<file path="config.mk">
export PLATFORM = sky130hd
export DESIGN_NAME = resv_monitor
export DESIGN_NICKNAME = d
export VERILOG_FILES = /design/src/rtl/resv_pkg.sv /design/src/rtl/resv_event_arb.sv /design/src/rtl/resv_match.sv /design/src/rtl/resv_monitor.sv
export SDC_FILE = /design/constraint.sdc
export NUM_CORES = 1
export LEC_CHECK = 0
export BUFFER_PORTS_ARGS = -buffer_cell sky130_fd_sc_hd__buf_2
export CAP_MARGIN = 5
export CORE_MARGIN = 5
export CORE_UTILIZATION = 40
export CTS_CLUSTER_DIAMETER = 60
export DETAILED_ROUTE_END_ITERATION = 10
export MAX_ROUTING_LAYER = met4
export PLACE_DENSITY = 0.74
export SETUP_SLACK_MARGIN = 0.2
export SYNTH_ARGS = -nofsm -noshare
export SYNTH_HDL_FRONTEND = slang
export SYNTH_SLANG_ARGS = --single-unit
</file>
<file path="constraint.sdc">
create_clock -name clk -period 1.95 [get_ports clk]
set_clock_uncertainty 0.2 [all_clocks]
set_input_delay 0.4875 -clock clk [delete_from_list [all_inputs] [get_ports clk]]
set_output_delay 0.4875 -clock clk [all_outputs]
set_load 0.01 [all_outputs]
</file>
<file path="src/rtl/resv_pkg.sv">
package resv_pkg;

    typedef enum logic [1:0] {
        SZ_NONE  = 2'd0,
        SZ_WORD  = 2'd1,
        SZ_DWORD = 2'd2
    } xsize_e;

    typedef enum logic [2:0] {
        EV_IDLE  = 3'd0,
        EV_LOAD  = 3'd1,
        EV_STORE = 3'd2,
        EV_LINK  = 3'd3,
        EV_COND  = 3'd4
    } event_e;

    localparam int NUM_STROBES = 4;

endpackage

</file>
<file path="src/rtl/resv_event_arb.sv">
module resv_event_arb
    import resv_pkg::*;
(
    input  logic [NUM_STROBES-1:0] strobes_i, // {sc, ll, st, ld}
    output event_e                 event_o,
    output logic                   multi_o
);
    localparam int CNT_W = $clog2(NUM_STROBES + 1);

    logic [CNT_W-1:0] count;

    always_comb begin
        count = '0;
        for (int i = 0; i < NUM_STROBES; i++) begin
            count = count + CNT_W'(strobes_i[i]);
        end
    end

    assign multi_o = (count > CNT_W'(1));

    always_comb begin
        if (strobes_i[3])      event_o = EV_COND;
        else if (strobes_i[2]) event_o = EV_LINK;
        else if (strobes_i[1]) event_o = EV_STORE;
        else if (strobes_i[0]) event_o = EV_LOAD;
        else                   event_o = EV_IDLE;
    end

endmodule

</file>
<file path="src/rtl/resv_match.sv">
module resv_match
    import resv_pkg::*;
#(
    parameter int ADDR_W = 32,
    parameter int SLICE_W = 8
) (
    input  logic              armed_i,
    input  logic [ADDR_W-1:0] tag_addr_i,
    input  xsize_e            tag_size_i,
    input  logic [ADDR_W-1:0] addr_i,
    input  xsize_e            size_i,
    output logic              hit_o
);
    localparam int NSLICE = (ADDR_W + SLICE_W - 1) / SLICE_W;
    localparam int PAD_W  = NSLICE * SLICE_W;

    logic [PAD_W-1:0]  tag_pad, req_pad;
    logic [NSLICE-1:0] slice_eq;

    assign tag_pad = PAD_W'(tag_addr_i);
    assign req_pad = PAD_W'(addr_i);

    for (genvar g = 0; g < NSLICE; g++) begin : g_slice
        assign slice_eq[g] = (tag_pad[g*SLICE_W +: SLICE_W] == req_pad[g*SLICE_W +: SLICE_W]);
    end

    assign hit_o = armed_i && (&slice_eq) && (tag_size_i == size_i);

endmodule

</file>
<file path="src/rtl/resv_monitor.sv">
module resv_monitor
    import resv_pkg::*;
#(
    parameter int ADDR_W = 32
) (
    input  logic              clk,
    input  logic              rst,
    input  logic              ld_i,
    input  logic              st_i,
    input  logic              ll_i,
    input  logic              sc_i,
    input  logic [ADDR_W-1:0] addr_i,
    input  logic [1:0]        size_i,
    output logic              sc_valid_o,
    output logic              sc_pass_o,
    output logic              proto_err_o,
    output logic              armed_o,
    output logic [ADDR_W-1:0] tag_addr_o,
    output logic [1:0]        tag_size_o
);
    typedef struct packed {
        logic              armed;
        logic [ADDR_W-1:0] addr;
        xsize_e            size;
    } mon_t;

    localparam mon_t MON_CLEAR = '{armed: 1'b0, addr: '0, size: SZ_NONE};

    mon_t   mon_d, mon_q;
    event_e ev;
    logic   multi;
    logic   hit;
    logic   pass_d;

    resv_event_arb u_arb (
        .strobes_i ({sc_i, ll_i, st_i, ld_i}),
        .event_o   (ev),
        .multi_o   (multi)
    );

    resv_match #(.ADDR_W(ADDR_W)) u_match (
        .armed_i    (mon_q.armed),
        .tag_addr_i (mon_q.addr),
        .tag_size_i (mon_q.size),
        .addr_i     (addr_i),
        .size_i     (xsize_e'(size_i)),
        .hit_o      (hit)
    );

    always_comb begin
        mon_d  = mon_q;
        pass_d = 1'b0;
        case (ev)
            EV_COND: begin
                if (hit) begin
                    pass_d = 1'b1;
                    mon_d  = MON_CLEAR;
                end
            end
            EV_LINK: begin
                mon_d.armed = 1'b1;
                mon_d.addr  = addr_i;
                mon_d.size  = xsize_e'(size_i);
            end
            EV_STORE, EV_LOAD: mon_d = MON_CLEAR;
            default: mon_d = mon_q;
        endcase
    end

    always_ff @(posedge clk) begin
        if (rst) mon_q <= MON_CLEAR;
        else     mon_q <= mon_d;
    end

    assign sc_valid_o  = sc_i;
    assign sc_pass_o   = pass_d;
    assign proto_err_o = multi;
    assign armed_o     = mon_q.armed;
    assign tag_addr_o  = mon_q.addr;
    assign tag_size_o  = mon_q.size;

    AST_LINK_ARMS: assert property (@(posedge clk) disable iff (rst)
        (ll_i && !sc_i) |=> (armed_o && tag_addr_o == $past(addr_i) && tag_size_o == $past(size_i)));
    AST_OPEN_IS_BLANK: assert property (@(posedge clk) disable iff (rst)
        !armed_o |-> (tag_addr_o == '0 && tag_size_o == 2'd0));
    AST_LOAD_DROPS: assert property (@(posedge clk) disable iff (rst)
        (ld_i && !st_i && !ll_i && !sc_i) |=> !armed_o);
    AST_STORE_DROPS: assert property (@(posedge clk) disable iff (rst)
        (st_i && !ll_i && !sc_i) |=> !armed_o);
    AST_PASS_CLEARS: assert property (@(posedge clk) disable iff (rst)
        sc_pass_o |=> !armed_o);
    AST_PASS_NEEDS_MATCH: assert property (@(posedge clk) disable iff (rst)
        sc_pass_o |-> (armed_o && addr_i == tag_addr_o && size_i == tag_size_o));
    AST_FAIL_HOLDS: assert property (@(posedge clk) disable iff (rst)
        (sc_i && !sc_pass_o) |=> ($stable(armed_o) && $stable(tag_addr_o) && $stable(tag_size_o)));
    AST_OPEN_FAILS: assert property (@(posedge clk) disable iff (rst)
        (sc_i && !armed_o) |-> !sc_pass_o);
    AST_PASS_IS_VALID: assert property (@(posedge clk) disable iff (rst)
        sc_pass_o |-> sc_valid_o);

endmodule

</file>
=== After elaboration in Yosys (flattened, before gate mapping) ===
Index checks and enable logic that the tools add are counted.

* Logic and storage cells: 31
* Bits in registers: 35

* Add/subtract/negate cells: 3
* Equality and inequality tests: 10
* Order comparisons: 1
* Reductions and logical operators: 6
* Mux-type cells: 8

{| class="wikitable"
|+ Operator list
! operator !! number
|-
| 35-bit one-hot mux with 3 select lines || 1
|-
| 35-bit two-way mux || 1
|-
| 8-bit equality test || 4
|-
| 3-bit two-way mux || 3
|-
| 3-bit by 1-bit adder with 3-bit output || 2
|-
| 3-bit by 2-bit equality test with 1-bit output, second input constant || 2
|-
| 4-bit AND reduction || 1
|-
| 3-bit by 1-bit equality test with 1-bit output, second input constant || 1
|-
| 3-bit equality test, second input constant || 1
|-
| 3-bit by 1-bit > comparator with 1-bit output, second input constant || 1
|-
| 1-bit two-way mux || 3
|-
| 3-bit nonzero test || 1
|-
| 1-bit by 1-bit adder with 2-bit output || 1
|-
| 2-bit equality test || 1
|-
| 1-bit logical AND || 2
|-
| 2-bit != test, second input constant || 1
|-
| 2-bit AND reduction || 1
|-
| 2-bit OR reduction || 1
|}

=== Logic depth before layout (Yosys ltp) ===
* Word-level depth: 8
* Mapped depth: 7
* Depth with buffers taken out: 6

=== By module ===
Synthesis repeated with hierarchy kept, for this count alone.

* Cell total of the unflattened synthesis: 139
* Area total of the unflattened synthesis: 1609.0 um^2

{| class="wikitable"
|+ Modules (own cells, without submodules)
! module !! times used !! area an instance (um^2) !! cells an instance !! sequential area each (um^2)
|-
| resv_monitor || 1 || 1152.4 || 82 || 700.7
|-
| resv_match || 1 || 376.6 || 46 || 0.0
|-
| resv_event_arb || 1 || 80.1 || 11 || 0.0
|}

=== Worst setup path after synthesis ===
OpenSTA, ideal clock, no wires.

* Path kind: in2out
* Start: input st_i
* End: output proto_err_o
* Arrival: 1373 ps
* Buffers on the path: 0
* Path slack: -111 ps
* Stages: 5
* Cells stage by stage: inv_1 -> ha_1 -> inv_1 -> ha_1 -> a211o_1

* Word-level cells in the longest chain between the ends: 4

{| class="wikitable"
|+ RTL lines
! item !! line !! source
|-
| from (decl) || resv_monitor.sv:9 || <nowiki>input logic st_i,</nowiki>
|-
| 1-bit by 1-bit adder with 2-bit output || resv_event_arb.sv:15 || <nowiki>count = count + CNT_W'(strobes_i[i]);</nowiki>
|-
| 3-bit by 1-bit adder with 3-bit output (2 in series) || resv_event_arb.sv:15 ||
|-
| 3-bit by 1-bit > comparator with 1-bit output || resv_event_arb.sv:19 || <nowiki>assign multi_o = (count > CNT_W'(1));</nowiki>
|-
| to (decl) || resv_monitor.sv:16 || <nowiki>output logic proto_err_o,</nowiki>
|}

Every way passes these cells.

=== Final worst setup path ===
* Start: register mon_q (netlist bit tag_addr_o[30])
* End: output sc_pass_o

* Word-level cells in the longest chain between the ends: 6

{| class="wikitable"
|+ RTL lines
! item !! line !! source
|-
| from (decl) || resv_monitor.sv:29 || <nowiki>mon_t mon_d, mon_q;</nowiki>
|-
| from (signal assigned) || resv_monitor.sv:72 || <nowiki>else mon_q <= mon_d;</nowiki>
|-
| 8-bit equality test || resv_match.sv:24 || <nowiki>assign slice_eq[g] = (tag_pad[g*SLICE_W +: SLICE_W] == req_pad[g*SLICE_W +: SLICE_W]);</nowiki>
|-
| 4-bit AND reduction || resv_match.sv:27 || <nowiki>assign hit_o = armed_i && (&slice_eq) && (tag_size_i == size_i);</nowiki>
|-
| 1-bit logical AND (2 in series) || resv_match.sv:27 ||
|-
| 1-bit two-way mux || resv_monitor.sv:55 || <nowiki>if (hit) begin</nowiki>
|-
| 1-bit two-way mux || resv_monitor.sv:53 || <nowiki>case (ev)</nowiki>
|-
| to (decl) || resv_monitor.sv:15 || <nowiki>output logic sc_pass_o,</nowiki>
|}

Every way passes these cells.

==> out/metrics.csv <==
stage;metric;value;unit
run_status;outcome;complete, but fails checks;
run_status;failing checks;setup timing;
sta;Worst-Margin Slew;0.3537;ns
final_layout;Final Util;0.6832;
global_routing;GRT overflow;0;
place;Final HPWL DP;2.954;mm
sta;Slew HR;0.7642;
clock_network;CTS Buf Count;5;
route;average routed wire per standard cell;14.55;µm
synthesis;Synth top cells by count;dfxtp_1 (35), a22o_1 (34), xnor2_1 (33), nand4_1 (7);
clock_network;TritonCTS Sinks;35;
power_and_ir_drop;PwrDens;687.2;nW/µm²
synthesis;Async SR Flop Fraction;0;
global_routing;vias in the first global route;1470;
route;drt pass-1 iters;4;
route;number of routed nets with antenna violations;0;
global_routing;first-pass GRT wire length;6.506;mm
clock_network;CTS Buffer Depth;2;
critical_path;CP arrival;1.56;ns
route;vias;1471;
route;Total Routed Length;4.263;mm
synthesis;top post-synthesis cells by area;dfxtp_1 (46%), a22o_1 (19%), xnor2_1 (19%), nand4_1 (2.8%), ha_1 (2.4%);
place;Place WS;-0.3673;ns
synthesis;register area share after synthesis;0.4553;
clock_network;CTS tree;yes;
clock_network;clock slew at reported path FFs;0.07;ns
final_layout;P&R area growth vs syn;63.74;%
clock_network;Clk Latency, worst-skew pair;0.29;ns
clock_network;CTS root buf;clkbuf_8;
synthesis;Synth Area per Inst;11.32;µm²
sta;Tmin final;2.252;ns
place;I/O Buffers;77;
place;Placer Congestion;0.7442;
power_and_ir_drop;Leak Pwr;1.196;nW
critical_path;Max FO, Critical Path;3;
clock_network;H-tree depth;2;
global_routing;Global Route Usage Sum;0.1639;
synthesis;Mapped Area;1539;µm²
sta;fin. max-slew vios;0;
sta;setup TNS;-2.880;ns
power_and_ir_drop;Peak VDD IR;0.5317;mV
sta;RSZ-0062 raised after global routing;yes;
sta;Setup WS post-layout;-0.3016;ns
synthesis;YS warnings;0;
die;Die Y;72.03;µm
sta;setup violators final;37;
die;IO Pins;78;
synthesis;Synthesized Nets;179;
die;die area;5188;µm²
global_routing;initial antenna violation count;0;
die;DIE WIDTH;72.03;µm
route;number of remaining DRC errors;0;
run;Max Cap Violations;0;
final_layout;diode count;0;
critical_path;Worst setup EP type;output pin;
sta;final worst path period share;1.155;
synthesis;area share of the largest cell type after synthesis;0.4553;
die;Starting Density;0.4172;
critical_path;CP required;1.26;ns
final_layout;proportion of layout cells with a drive suffix above 1;0.6163;
critical_path;Worst setup SP type;flop;
synthesis;most frequent cell after synthesis;dfxtp_1;
min_path;type of the worst min-delay path;in2reg;
route;DRT iter0 DRCs;58;
final_layout;nets@finish;287;
final_layout;number of fill cells;311;
die;CORE AREA;3689;µm²
synthesis;Syn Inst Count;136;
synthesis;ys flop type;dfxtp_1;
synthesis;Yosys reg bits;35;
synthesis;post-synth top area cell;dfxtp_1;
die;Row Count;22;
synthesis;Cell variety after synth;21;
critical_path;WS Path Type;reg2out;
route;vias per cell;5.020;
place;Placed Cells;273;
final_layout;Finished Layout Cells;293;
synthesis;EDFF count, synth;0;
global_routing;pin count of the biggest net entering global routing;29;
sta;Hold Vio Cnt, Final;0;
sta;f_max;0.4441;GHz
-- final cells by class --
class / instances / area, µm² / area share
Tap cell: 48 / 60.06 / 0.02383
Sequential cell: 35 / 723.2 / 0.2870
Clock buffer: 8 / 100.1 / 0.03972
Multi-Input combinational cell: 92 / 899.6 / 0.3570
Timing Repair Buffer: 108 / 714.4 / 0.2835
Inverter: 2 / 22.52 / 0.008937
-- where the power goes --
group	total (mW)	switching, mW	internal [mW]
Combinational	0.361	0.154	0.207
Sequential	0.788	0.0329	0.756
Clock	0.582	0.260	0.322
-- cells in the final DEF, fill, tap and decap left out, drive strengths merged --
cell type  netlist  final
a21oi            1      1
nand2            2      2
a22o            34     34
inv              2      2
xor2             1      1
nand4            7      7
xnor2           33     33
a31oi            1      1
ha               3      3
dfxtp           35     35
o21bai           1      1
a211o            1      1
a21o             1      1
and3             1      1
nor3             3      3
clkbuf           2     10
nand3            1      1
nor4             2      2
buf              5    106
-- routing by layer --
layer  part of all wire  up-vias  global-route usage
met5                  0        -                   -
met4             0.0087        0             0.05637
met3              0.086        6             0.05679
met2               0.44       60              0.2459
met1               0.46      686              0.2053
li1                   -      719                   -
-- registers in the layout, indices dropped and copies added, names as in the netlist --
register / flops
tag_addr_o: 32
tag_size_o: 2
armed_o: 1
-- cell families after synthesis --
kind of cell | Yosys count | synth area share
DFF | 35 | 0.4553
and+or+nand+nor | 16 | 0.06666
adders and majority gates | 3 | 0.02439
xor gates and xnor gates | 34 | 0.1935
AOI/OAI and AO/OA | 39 | 0.2203
buffers and inverters | 9 | 0.03984
-- worst paths after layout --
path                          startpoint                          end  slack, ns  cells after the start
max reg2reg  tag_addr_o[30]$_SDFFE_PP0P_  tag_addr_o[13]$_SDFFE_PP0P_      -0.11                      8
max          tag_addr_o[30]$_SDFFE_PP0P_                    sc_pass_o      -0.30                      5
min                            addr_i[1]   tag_addr_o[1]$_SDFFE_PP0P_       0.24                      2
min reg2reg  tag_addr_o[23]$_SDFFE_PP0P_  tag_addr_o[23]$_SDFFE_PP0P_       0.29                      1
-- what timing repair did --
action,CTS,global route
cloned,0,3
endpoints found under the setup margin,37,37
hold buffers,0,0
pin swaps,18,12
setup buffers,6,3
resized for setup,25,11
-- worst max-delay path, cell delays in order, from the launching register on --
cell	delay [ns]
dfxtp_2	0.36
xnor2_1	0.12
nand4_1	0.15
nor4_4	0.32
and3_1	0.20
buf_2	0.13
-- per-stage QoR --
step / hold WS, ns / power, mW / area (µm²)
2_1_floorplan: 0.3198 / 0.9634 / 1594
3_3_place_gp: 0.2754 / 1.105 / 2158
3_5_place_dp: 0.2873 / 1.110 / 2158
4_1_cts: 0.2298 / 1.715 / 2394
5_1_grt: 0.2295 / 1.812 / 2520
6_report: 0.2372 / 1.732 / 2520
Note: power is estimated with default switching activity, not from simulation.
